### src/rtl/tenure_pkg.sv
package tenure_pkg;

    typedef enum logic [2:0] {
        TS_IDLE      = 3'd0,
        TS_XFER      = 3'd1,
        TS_LAST_CHK  = 3'd2,
        TS_LAST_REDO = 3'd3,
        TS_TURN      = 3'd4
    } ten_state_e;

endpackage

### src/rtl/tenure_beat_cnt.sv
module tenure_beat_cnt #(
    parameter int MAX_BEATS = 4,
    parameter int CNT_W     = $clog2(MAX_BEATS + 1)
) (
    input  logic             clk,
    input  logic             rst_n,
    input  logic             load_i,
    input  logic [CNT_W-1:0] load_val_i,
    input  logic             inc_i,
    input  logic             dec_i,
    output logic [CNT_W-1:0] rem_o
);

    localparam logic [CNT_W-1:0] MaxCnt = CNT_W'(MAX_BEATS);
    localparam logic [CNT_W-1:0] OneCnt = CNT_W'(1);

    logic [CNT_W-1:0] rem_q;
    logic [CNT_W-1:0] clamped;

    // zero counts as one beat, oversize counts clamp to the maximum
    always_comb begin
        if (load_val_i == '0)
            clamped = OneCnt;
        else if (load_val_i > MaxCnt)
            clamped = MaxCnt;
        else
            clamped = load_val_i;
    end

    always_ff @(posedge clk) begin
        if (!rst_n)
            rem_q <= '0;
        else if (load_i)
            rem_q <= clamped;
        else
            rem_q <= rem_q + CNT_W'(inc_i) - CNT_W'(dec_i);
    end

    assign rem_o = rem_q;

endmodule

### src/rtl/tenure_err_route.sv
module tenure_err_route (
    input  logic clk,
    input  logic rst_n,
    input  logic fire_i,
    input  logic mchk_en_i,
    output logic err_o,
    output logic mchk_o,
    output logic cstop_o
);

    always_ff @(posedge clk) begin
        if (!rst_n) begin
            err_o   <= 1'b0;
            mchk_o  <= 1'b0;
            cstop_o <= 1'b0;
        end else begin
            err_o   <= fire_i;
            mchk_o  <= fire_i && mchk_en_i;
            cstop_o <= fire_i && !mchk_en_i;
        end
    end

endmodule

### src/rtl/tenure_fsm.sv
module tenure_fsm
    import tenure_pkg::*;
#(
    parameter int CNT_W = 3
) (
    input  logic             clk,
    input  logic             rst_n,
    input  logic             start_i,
    input  logic             start_rd_i,
    input  logic             no_retry_i,
    input  logic             ack_i,
    input  logic             dretry_i,
    input  logic             terr_i,
    input  logic             aretry_i,
    input  logic [CNT_W-1:0] rem_i,
    output logic             cnt_load_o,
    output logic             cnt_inc_o,
    output logic             cnt_dec_o,
    output logic             busy_o,
    output logic             beat_valid_o,
    output logic             done_o,
    output logic             err_fire_o
);

    localparam logic [CNT_W-1:0] OneCnt = CNT_W'(1);

    ten_state_e st_q, st_d;
    logic       pend_q, pend_d;
    logic       rd_q, nr_q;
    logic       bv_d, done_d;
    logic       win_mode;
    logic       retry_hit;
    logic [CNT_W-1:0] eff_rem;
    logic       last_ack;

    assign win_mode  = rd_q && !nr_q;
    assign retry_hit = win_mode && pend_q && dretry_i;
    assign eff_rem   = rem_i + CNT_W'(retry_hit);
    assign last_ack  = (eff_rem == OneCnt);

    // state and mode registers
    always_ff @(posedge clk) begin
        if (!rst_n) begin
            st_q   <= TS_IDLE;
            pend_q <= 1'b0;
            rd_q   <= 1'b0;
            nr_q   <= 1'b0;
        end else begin
            st_q   <= st_d;
            pend_q <= pend_d;
            if (st_q == TS_IDLE && start_i) begin
                rd_q <= start_rd_i;
                nr_q <= no_retry_i;
            end
        end
    end

    // next state and pulse decisions
    always_comb begin
        st_d       = st_q;
        pend_d     = pend_q;
        cnt_load_o = 1'b0;
        cnt_inc_o  = 1'b0;
        cnt_dec_o  = 1'b0;
        bv_d       = 1'b0;
        done_d     = 1'b0;
        err_fire_o = 1'b0;
        unique case (st_q)
            TS_IDLE: begin
                pend_d = 1'b0;
                if (start_i) begin
                    cnt_load_o = 1'b1;
                    st_d       = TS_XFER;
                end
            end
            TS_XFER: begin
                // an earlier read beat clears its window unless retried
                bv_d = win_mode && pend_q && !dretry_i;
                if (terr_i) begin
                    err_fire_o = 1'b1;
                    pend_d     = 1'b0;
                    st_d       = TS_TURN;
                end else if (aretry_i) begin
                    bv_d   = 1'b0;
                    pend_d = 1'b0;
                    st_d   = TS_IDLE;
                end else begin
                    cnt_inc_o = retry_hit;
                    if (ack_i) begin
                        cnt_dec_o = 1'b1;
                        if (win_mode) begin
                            pend_d = 1'b1;
                            if (last_ack)
                                st_d = TS_LAST_CHK;
                        end else begin
                            bv_d   = 1'b1;
                            pend_d = 1'b0;
                            if (last_ack) begin
                                done_d = 1'b1;
                                st_d   = TS_TURN;
                            end
                        end
                    end else begin
                        pend_d = 1'b0;
                    end
                end
            end
            TS_LAST_CHK: begin
                pend_d = 1'b0;
                if (terr_i) begin
                    err_fire_o = 1'b1;
                    bv_d       = !dretry_i;
                    st_d       = TS_IDLE;
                end else if (dretry_i) begin
                    cnt_inc_o = 1'b1;
                    if (ack_i)
                        cnt_dec_o = 1'b1;
                    else
                        st_d = TS_LAST_REDO;
                end else begin
                    bv_d   = 1'b1;
                    done_d = 1'b1;
                    st_d   = TS_IDLE;
                end
            end
            TS_LAST_REDO: begin
                pend_d = 1'b0;
                if (terr_i) begin
                    err_fire_o = 1'b1;
                    st_d       = TS_IDLE;
                end else if (ack_i) begin
                    cnt_dec_o = 1'b1;
                    st_d      = TS_LAST_CHK;
                end
            end
            TS_TURN: begin
                pend_d = 1'b0;
                st_d   = TS_IDLE;
            end
            default: begin
                pend_d = 1'b0;
                st_d   = TS_IDLE;
            end
        endcase
    end

    // registered strobes
    always_ff @(posedge clk) begin
        if (!rst_n) begin
            beat_valid_o <= 1'b0;
            done_o       <= 1'b0;
        end else begin
            beat_valid_o <= bv_d;
            done_o       <= done_d;
        end
    end

    assign busy_o = (st_q == TS_XFER);

endmodule

### src/rtl/tenure_term_ctrl.sv
module tenure_term_ctrl #(
    parameter int MAX_BEATS = 4,
    parameter int CNT_W     = $clog2(MAX_BEATS + 1)
) (
    input  logic             clk,
    input  logic             rst_n,
    input  logic             start_i,
    input  logic [CNT_W-1:0] start_beats_i,
    input  logic             start_rd_i,
    input  logic             no_retry_i,
    input  logic             mchk_en_i,
    input  logic             ack_i,
    input  logic             dretry_i,
    input  logic             terr_i,
    input  logic             aretry_i,
    output logic             busy_o,
    output logic             beat_valid_o,
    output logic             done_o,
    output logic             err_o,
    output logic             mchk_o,
    output logic             cstop_o
);

    logic             cnt_load, cnt_inc, cnt_dec;
    logic [CNT_W-1:0] rem;
    logic             err_fire;

    tenure_beat_cnt #(
        .MAX_BEATS (MAX_BEATS),
        .CNT_W     (CNT_W)
    ) cnt_i (
        .clk        (clk),
        .rst_n      (rst_n),
        .load_i     (cnt_load),
        .load_val_i (start_beats_i),
        .inc_i      (cnt_inc),
        .dec_i      (cnt_dec),
        .rem_o      (rem)
    );

    tenure_fsm #(
        .CNT_W (CNT_W)
    ) fsm_i (
        .clk          (clk),
        .rst_n        (rst_n),
        .start_i      (start_i),
        .start_rd_i   (start_rd_i),
        .no_retry_i   (no_retry_i),
        .ack_i        (ack_i),
        .dretry_i     (dretry_i),
        .terr_i       (terr_i),
        .aretry_i     (aretry_i),
        .rem_i        (rem),
        .cnt_load_o   (cnt_load),
        .cnt_inc_o    (cnt_inc),
        .cnt_dec_o    (cnt_dec),
        .busy_o       (busy_o),
        .beat_valid_o (beat_valid_o),
        .done_o       (done_o),
        .err_fire_o   (err_fire)
    );

    tenure_err_route route_i (
        .clk       (clk),
        .rst_n     (rst_n),
        .fire_i    (err_fire),
        .mchk_en_i (mchk_en_i),
        .err_o     (err_o),
        .mchk_o    (mchk_o),
        .cstop_o   (cstop_o)
    );

endmodule

### config.mk
export PLATFORM = sky130hd
export DESIGN_NAME = tenure_term_ctrl
export DESIGN_NICKNAME = d
export VERILOG_FILES = /design/src/rtl/tenure_pkg.sv /design/src/rtl/tenure_beat_cnt.sv /design/src/rtl/tenure_err_route.sv /design/src/rtl/tenure_fsm.sv /design/src/rtl/tenure_term_ctrl.sv
export SDC_FILE = /design/constraint.sdc
export NUM_CORES = 1
export LEC_CHECK = 0
export CAP_MARGIN = 20
export CORE_MARGIN = 2
export CORE_UTILIZATION = 55
export DETAILED_ROUTE_END_ITERATION = 12
export DONT_BUFFER_PORTS = 1
export PLACE_DENSITY = 0.7
export SETUP_SLACK_MARGIN = 0.2
export SKIP_LAST_GASP = 1
export SLEW_MARGIN = 30
export SYNTH_ARGS = -nofsm -noshare
export SYNTH_HDL_FRONTEND = slang
export SYNTH_SLANG_ARGS = --single-unit
### constraint.sdc
create_clock -name clk -period 3.1 [get_ports clk]
set_input_delay 0 -clock clk [delete_from_list [all_inputs] [get_ports clk]]
set_output_delay 0 -clock clk [all_outputs]
set_load 0.05 [all_outputs]
# [After elaboration in Yosys (flattened, before gate mapping)]
# Index checks and enable logic that the tools add are counted.
[totals] output_inout_bits=6 inputBits=13 wordCells=88 regBits=14
[classes] magnitude_cmp=1 n_bitwise=3 muxes=47 reduce_logical=15 n_eq_ne=9 addsub=3
[op_table] op="$mux 3" n=15
[op_table] op="$mux 1" n=27
[op_table] op="$pmux 3 s4" n=1
[op_table] op="$ne 4x4->1 const B" n=2
[op_table] op="$logic_and 1x1->1" n=7
[op_table] op="$add 3x1->3" n=2
[op_table] op="$eq 3x1->1 const B" n=2
[op_table] op="$eq 3x2->1 const B" n=2
[op_table] op="$logic_not 3->1" n=2
[op_table] op="$pmux 1 s2" n=3
[op_table] op="$reduce_and 5->1" n=1
[op_table] op="$reduce_or 5->1" n=1
[op_table] op="$ne 4x3->1 const B" n=1
[op_table] op="$gt 3x3->1 const B" n=1
[op_table] op="$logic_not 1->1" n=3
[op_table] op="$ne 3x3->1 const B" n=1
[op_table] op="$not 1->1" n=3
[op_table] op="$pmux 1 s3" n=1
[op_table] op="$reduce_or 3->1" n=1
[op_table] op="$sub 3x1->3" n=1
[op_table] op="$ne 2x2->1 const B" n=1

# [Depth between registers and ports, before layout]
# Gate-level depths: netlist of the first run.
[logic_depth] ltp_word=12 mapped_depth=12 mapped_depth_nobuf=11

# [Cells and area by module]
# Synthesis of the first run repeated with hierarchy kept, for this count alone.
[unflattened] cells_unflattened=94 area_unflattened_um2=845.8
[modules_own_cells] module="tenure_fsm" seq_area_each_um2=160.2 cells_per_inst=67 area_each_um2=566.8 instances=1
[modules_own_cells] module="tenure_beat_cnt" seq_area_each_um2=60.1 cells_per_inst=21 area_each_um2=197.7 instances=1
[modules_own_cells] module="tenure_err_route" seq_area_each_um2=60.1 cells_per_inst=6 area_each_um2=81.3 instances=1

# [Worst setup path before layout of the first run]
# Ideal clock, no wire load.
[synth_path] kind="reg2reg" startpoint="register fsm_i.st_q[1]" endpoint="register cnt_i.rem_q[2], in the netlist cnt_i.rem_o[2]" n_path_buf=1 synth_period_minus_slack_ps=2334 t_arrival_ps=2218 stages_incl_launch_ff=13 setup_time_ps=116 required_time_ps=2984 path_slack_ps=766 path_cell_list="dfxtp_1 > buf_6 > nor2b_1 > nand3_1 > a21boi_0 > ha_1 > inv_1 > ha_1 > fa_1 > xor2_1 > xnor2_1 > nand2_1 > o211a_1"
[synth_via] elab_chain_len=5 word_cells_on_any_way=10 cone_classes="2 x add/sub; 3 x eq/ne; 4 x mux; 1 x reduce/logical"
[synth_rtl] element="start: declaration" line="tenure_fsm.sv:27" rtl="ten_state_e st_q, st_d;"
[synth_rtl] element="start signal: assignment" line="tenure_fsm.sv:49" rtl="st_q <= st_d;"
[synth_rtl] element="$eq 3x2->1 or $eq 3x1->1 (tied branches)" line="tenure_fsm.sv:68" rtl="unique case (st_q)"
[synth_rtl] element="$pmux 1 s2" line="tenure_fsm.sv:68"
[synth_rtl] element="$add 3x1->3" line="tenure_beat_cnt.sv:36" rtl="rem_q <= rem_q + CNT_W'(inc_i) - CNT_W'(dec_i);"
[synth_rtl] element="$sub 3x1->3" line="tenure_beat_cnt.sv:36"
[synth_rtl] element="$mux 3 (*)" line="tenure_beat_cnt.sv:33" rtl="else if (load_i)"
[synth_rtl] element="end signal: assignment" line="tenure_beat_cnt.sv:34" rtl="rem_q <= clamped;"
[synth_rtl] element="end signal: assignment" line="tenure_beat_cnt.sv:36"
[synth_rtl] element="end: declaration" line="tenure_beat_cnt.sv:17" rtl="logic [CNT_W-1:0] rem_q;"
# Every way passes the cells marked *; elsewhere a longest branch is shown, timed or not.
# A chain may end at the register's enable or synchronous reset.

# [Final worst setup path of the first run]
# Same ends and word-level chain as after synthesis.

==> reports/metrics.yaml, run 1 <==
outcome: "complete, no violations"
global_route_wire_length_before_repair_um: 2870
synth.cell_area_um2: 816
clk_path_buf_depth: 2
fp.dieArea_um2: 1810
drt_first_iter_violations: 21
number_of_fill_cells: 112
layout-area-overhead-vs-synth_pct: 17.0
critPathRequiredTime_ps: 3280
ys_ff_latch: 14
ir_drop_worst_vdd_v: 0.000312
fin_hold_ws_ps: 7.28
final_net_count: 120
clkTransAtPathRegs_ps: 90
synth_warnings: 0
layout.area.seq_um2: 280
setup_viol: 0
max_clock_freq_ghz: 0.375
synth.top_cell.area_share_pct: 34.4
max-slew-margin-rel_pct: 38.1
synth-edff-count: 0
timing_max_transition_violations_final: 0
num_vias: 687
power_report.internal_total_mw: 0.337
pwr-share-clk_pct: 25.6
synth_area_leader_cell: "sky130_fd_sc_hd__dfxtp_1"
placed_area_um2: 808
critPathLaunch: "fsm_i.st_q[1]"
grtUsageTotal_pct: 20.9
worstSkewPairLatency_ps: 280
critical_path.startpoint_type: "flip-flop"
ff2ff_setup_slack_ps: 430
holdBufCountCts: 11
viasPerCell: 5.92
yosysSeqAreaShare_pct: 34.4
final_period_minus_worst_setup_slack_ps: 2670
path_class: "flip-flop to flip-flop"
rows: 13
wl_per_cell_um: 14.4
worst_slew_pin_slew_ps: 926
cts_root_buf: "sky130_fd_sc_hd__clkbuf_4"
final_std_cells_w_o_fill: 116
count_of_inserted_antenna_diode_cells: 0
place_hpwl_um: 1110
worstSetupEndpoint: "cnt_i.rem_o[2]"
global_route.overflow_total: 0
power.share.switching_pct: 33.9
fin_skew_ps: 3.16
postRouteWirelength_um: 1670
postSynth.asyncResetShare_pct: 0
setup_ws_ps: 432
synth_top_flop_cell: "sky130_fd_sc_hd__dfxtp_1"
coreArea_um2: 1350
yosysMostFrequentCell: "sky130_fd_sc_hd__dfxtp_1"
vias_in_the_first_global_route: 651
synth_area_per_cell_um2: 9.17
place.detailed.instances: 101
ratio_of_cells_with_drive_above_1_in_the_final_layout_pct: 5.94
numCtsBuffers: 3
cellPowerDensity_nw_per_um2: 534
reg2reg_depth: 11
synth_cell_count_leaders: "14 x sky130_fd_sc_hd__dfxtp_1, 9 x sky130_fd_sc_hd__nor2b_1, 7 x sky130_fd_sc_hd__nand2_1"
postSynthNetCount: 107
arrival_time_at_the_worst_endpoint_ps: 2840
grt_max_degree: 13
number_of_remaining_drc_errors: 0
power.leakage_nw: 0.418
rr_endpoint: "cnt_i.rem_o[2]"
p_sw_mw: 0.173
gp_congestion: 0.809
cts_tree: "yes"
final_design_area_no_fill_um2: 955
period_share_pct: 86.1
critical_path_fanout_max: 10
cts.repair.resized: 0
maxcap_viol_count: 0
setup_total_negative_slack_ps: 0
multi_input_comb_area_um2: 494
pwr-share-seq_pct: 45.7
cts_max_level: 1
synth_cell_type_count: 36
setup_repair_after_global_routing_missed_its_margin: "no"
chipHeight_um: 42.5
synth_area_leaders: "sky130_fd_sc_hd__dfxtp_1 34%, sky130_fd_sc_hd__nor2b_1 6.9%, sky130_fd_sc_hd__ha_1 6.1%"
comb_power_share_pct: 28.7
timing.critical_path.to_type: "flip-flop"
input_output_buffers: 0
floorplan.initialDensity_pct: 60.4
die-width_um: 42.5
postSynthCellCount: 89
antenna_found_initial: 0
total_count_of_hold_check_failures_in_the_final_report: 0
cts.repair_timing.setup_buffer_count: 0
detail-route-antenna-nets: 0
clkSinkCount: 14
r2r_start: "fsm_i.st_q[1]"
dp_worst_setup_slack_ps: 495
detail_route.first_pass.iterations: 4
design.portCount: 19
hold_path.class: "input port to flip-flop"
## layout by cell type (no fill, tap or decap), drive strengths merged, types with 2 or more instances in the layout
cell type / Yosys / final
dfxtp: 14 / 14
dlygate4sd3: 0 / 11
nor3: 2 / 2
o211ai: 2 / 2
ha: 4 / 4
xor2: 2 / 2
mux2i: 4 / 4
o211a: 2 / 2
clkbuf: 1 / 4
a21boi: 3 / 3
and2: 4 / 4
nand3: 3 / 3
nand2b: 3 / 3
o21ai: 2 / 2
nand2: 7 / 7
nor2b: 9 / 9
inv: 4 / 4
nor2: 4 / 4
## cells by family (layout without fill, tap and decap cells)
family,after synthesis,count (layout),synth area share (%)
buffers and inverters,7,19,5.06
adder cells (fa/ha/maj),5,5,8.59
AO/OA/AOI/OAI,15,15,14.0
flip-flops,14,14,34.4
multiplexers,4,4,4.91
XOR/XNOR,3,3,3.22
AND/OR/NAND/NOR,41,41,29.9
## critical path, stage by stage (launching register included)
cell	delay, ps
sky130_fd_sc_hd__dfxtp_1	480
sky130_fd_sc_hd__nor2b_1	310
sky130_fd_sc_hd__nand3_1	140
sky130_fd_sc_hd__a21boi_0	150
sky130_fd_sc_hd__ha_1	280
sky130_fd_sc_hd__inv_1	40
sky130_fd_sc_hd__ha_1	200
sky130_fd_sc_hd__fa_1	410
sky130_fd_sc_hd__xor2_1	170
sky130_fd_sc_hd__xnor2_1	180
sky130_fd_sc_hd__nand2_1	80
sky130_fd_sc_hd__o211a_1	130
## sequential cells by signal, summed over array words and instances (netlist names)
signal              flops
fsm_i.pend_q            1
fsm_i.beat_valid_o      1
route_i.cstop_o         1
fsm_i.st_q              3
route_i.mchk_o          1
route_i.err_o           1
fsm_i.nr_q              1
fsm_i.rd_q              1
fsm_i.done_o            1
cnt_i.rem_o             3
## per-layer routing
metal	GRT usage (%)	share of wire, %	up-vias
met5	0	0	-
met4	4.38	0.60	0
met3	6.47	5.5	2
met2	33.8	46	20
met1	27.1	48	325
li1	-	-	340
## layout make-up
| cell class | instances | share of cell area, % |
|---|---|---|
| inverters | 4 | 1.57 |
| repair buffers | 11 | 11.5 |
| well taps | 15 | 1.97 |
| multi-input cells | 68 | 51.8 |
| flip-flops and latches | 14 | 29.4 |
| clock buffers | 4 | 3.80 |
## per-stage QoR
step / utilization [%] / power (mW)
6_report: 70.7 / 0.510
5_1_grt: 70.7 / 0.542
4_1_cts: 70.7 / 0.510
3_5_place_dp: 59.9 / 0.366
3_3_place_gp: 59.9 / 0.360
2_1_floorplan: - / 0.351
## power by group through the flow
stage / registers, mW / logic, mW / clock network (mW)
after detailed placement: 0.236 / 0.130 / 0
final: 0.233 / 0.147 / 0.131
after global placement: 0.235 / 0.125 / 0
after CTS: 0.232 / 0.144 / 0.134
after floorplan: 0.230 / 0.121 / 0
after global routing: 0.236 / 0.161 / 0.146
## how the worst min path moves through the flow
stage / cells after the start / end / slack [ps] / start
floorplan: 1 / route_i.cstop_o / 70 / mchk_en_i
detailed placement: 1 / route_i.cstop_o / 70 / mchk_en_i
global placement: 1 / route_i.cstop_o / 70 / mchk_en_i
CTS: 3 / fsm_i.st_q[2] / 4 / rst_n
finish: 3 / fsm_i.st_q[2] / 7 / rst_n
global route: 3 / fsm_i.st_q[2] / 3 / rst_n
Note: power is estimated with default switching activity, not from simulation.
==> inputs of run 2 (changes only) <==
Settings changed: SYNTH_HIERARCHICAL set to 1.
==> reports/metrics.yaml, run 2 <==
count_of_inserted_antenna_diode_cells: 0
ir_drop_worst_vdd_v: 0.000273
antenna_found_initial: 0
path_class: "flip-flop to flip-flop"
input_output_buffers: 0
ratio_of_cells_with_drive_above_1_in_the_final_layout_pct: 8.57
design.portCount: 19
power_report.internal_total_mw: 0.332
viasPerCell: 5.81
gp_congestion: 0.781
rows: 14
drt_first_iter_violations: 21
grtUsageTotal_pct: 19.2
cts_root_buf: "sky130_fd_sc_hd__clkbuf_4"
detail-route-antenna-nets: 0
global_route.overflow_total: 0
ff2ff_setup_slack_ps: 570
layout-area-overhead-vs-synth_pct: 17.5
synth_area_leader_cell: "sky130_fd_sc_hd__dfxtp_1"
pwr-share-clk_pct: 26.9
power.share.switching_pct: 32.3
fin_skew_ps: 6.60
synth_warnings: 6
vias_in_the_first_global_route: 615
clkTransAtPathRegs_ps: 90
final_design_area_no_fill_um2: 993
critical_path_fanout_max: 10
arrival_time_at_the_worst_endpoint_ps: 2700
setup_viol: 0
postSynth.asyncResetShare_pct: 0
cts_max_level: 1
place_hpwl_um: 1110
synth_cell_count_leaders: "14 x sky130_fd_sc_hd__dfxtp_1, 8 x sky130_fd_sc_hd__nor2b_1, 7 x sky130_fd_sc_hd__inv_1"
ys_ff_latch: 14
period_share_pct: 81.7
postRouteWirelength_um: 1580
number_of_remaining_drc_errors: 0
postSynthNetCount: 112
timing_max_transition_violations_final: 0
setup_total_negative_slack_ps: 0
total_count_of_hold_check_failures_in_the_final_report: 0
min-delay-start: "ack_i"
hold_path.class: "input port to flip-flop"
p_sw_mw: 0.158
max_clock_freq_ghz: 0.395
max-slew-margin-rel_pct: 51.7
numCtsBuffers: 3
worstSkewPairLatency_ps: 280
outcome: "complete, no violations"
yosysMostFrequentCell: "sky130_fd_sc_hd__dfxtp_1"
synth-edff-count: 0
coreArea_um2: 1470
r2r_start: "fsm_i/st_q[0]"
comb_power_share_pct: 26.7
synth_area_leaders: "sky130_fd_sc_hd__dfxtp_1 33%, sky130_fd_sc_hd__ha_1 5.9%, sky130_fd_sc_hd__nor2b_1 5.9%"
synth_cell_type_count: 39
final_period_minus_worst_setup_slack_ps: 2530
worst_slew_pin_slew_ps: 722
synth_top_flop_cell: "sky130_fd_sc_hd__dfxtp_1"
num_vias: 703
critPathRequiredTime_ps: 3270
clkSinkCount: 14
cellPowerDensity_nw_per_um2: 493
floorplan.initialDensity_pct: 57.5
detail_route.first_pass.iterations: 4
die-width_um: 43.2
final_util_pct: 67.5
critical_path.startpoint_type: "flip-flop"
final_net_count: 124
most-common-layout-cells: "14 x sky130_fd_sc_hd__dfxtp_1, 11 x sky130_fd_sc_hd__dlygate4sd3_1, 8 x sky130_fd_sc_hd__nor2b_1"
chipHeight_um: 43.2
fp.dieArea_um2: 1870
clk_path_buf_depth: 2
wl_per_cell_um: 13.1
power.leakage_nw: 0.431
synth.top_cell.area_share_pct: 33.1
pwr-share-seq_pct: 46.4
mostFrequentLayoutCell: "sky130_fd_sc_hd__dfxtp_1"
cts_tree: "yes"
maxcap_viol_count: 0
grt_max_degree: 17
critPathLaunch: "fsm_i/st_q[0]"
placed_area_um2: 847
global_route_wire_length_before_repair_um: 2710
setup_repair_after_global_routing_missed_its_margin: "no"
power.total_mw: 0.490
timing.critical_path.to_type: "flip-flop"
postSynthCellCount: 94
synth_area_per_cell_um2: 9.00
yosysSeqAreaShare_pct: 33.1
synth.cell_area_um2: 846
run 2: changes by cell type in the layout (fill, tap and decap cells not counted), sizes merged, moves of 2 or more:
| cell | delta |
|---|---|
| nor3b | +4 |
| and2 | -3 |
| inv | +3 |
| nand2 | -3 |
| nand3 | -3 |
| nor3 | +3 |
| a31oi | +2 |
| nand3b | +2 |
| nor4b | +2 |
run 2: per-stage QoR:
stage / setup WS (ps) / std cells / hold WS (ps)
6_report: 568 / 121 / 10.6
4_1_cts: 560 / 121 / 4.52
2_1_floorplan: 869 / 94 / 118
5_1_grt: 345 / 121 / 11.7
3_5_place_dp: 883 / 106 / 124
3_3_place_gp: 929 / 106 / 122
run 2: what timing repair did:
| item | in CTS | in global routing |
|---|---|---|
| endpoints found under the hold margin | 14 | 0 |
| buffers inserted | 0 | 0 |
| gates resized for setup | 0 | 0 |
| hold buffers | 11 | 0 |
run 2: per-layer routing:
metal	up-vias	share of wire (%)	global-route usage (%)	wire (µm)
met5	-	0	0	0
met4	0	0.82	7.27	13
met3	2	5.6	3.83	89
met2	21	45	29.0	705
met1	326	49	26.6	774
li1	354	-	-	-
run 2: power groups by stage:
stage	Combinational [mW]	Clock, mW	Sequential (mW)
after global routing	0.144	0.143	0.230
after floorplan	0.115	0	0.217
final	0.131	0.132	0.227
after CTS	0.132	0.136	0.227
after detailed placement	0.115	0	0.231
after global placement	0.113	0	0.231
run 2: path summary, 6_finish.rpt:
| check | endpoint | cells past startpoint |
|---|---|---|
| setup / recovery | cnt_i/rem_o[0] | 10 |
| hold / removal | fsm_i/st_q[0] | 3 |
| setup reg to reg | cnt_i/rem_o[0] | 10 |
| hold reg to reg | fsm_i/rd_q | 2 |
run 2: final cells by class:
cell class                 instances  area [µm²]
multi-input combinational         68         513
fill                             135         478
sequential                        14         280
timing repair buffer              12         118
clock buffer                       4        36.3
inverter                           7        26.3
tap                               16        20.0
run 2: logic make-up (layout without fill, tap and decap cells):
| family | Yosys count | in the layout | share of synthesized area [%] |
|---|---|---|---|
| multiplexers | 4 | 4 | 4.73 |
| adder cells (fa/ha/maj) | 5 | 5 | 8.28 |
| flip-flops | 14 | 14 | 33.1 |
| AND/OR/NAND/NOR | 42 | 42 | 31.5 |
| AO/OA/AOI/OAI | 14 | 14 | 12.4 |
| buffers and inverters | 12 | 23 | 6.80 |
| XOR/XNOR | 3 | 3 | 3.11 |
run 2: critical path, stage by stage, from the launching register on:
cell and delay, ps:
sky130_fd_sc_hd__dfxtp_1 530, sky130_fd_sc_hd__nor2_1 110, sky130_fd_sc_hd__nor3_1 210, sky130_fd_sc_hd__nand2_1 80, sky130_fd_sc_hd__a21oi_1 120, sky130_fd_sc_hd__ha_1 240, sky130_fd_sc_hd__inv_1 50, sky130_fd_sc_hd__ha_1 210
sky130_fd_sc_hd__nor2b_1 130, sky130_fd_sc_hd__o21a_1 190, sky130_fd_sc_hd__dlygate4sd3_1 540
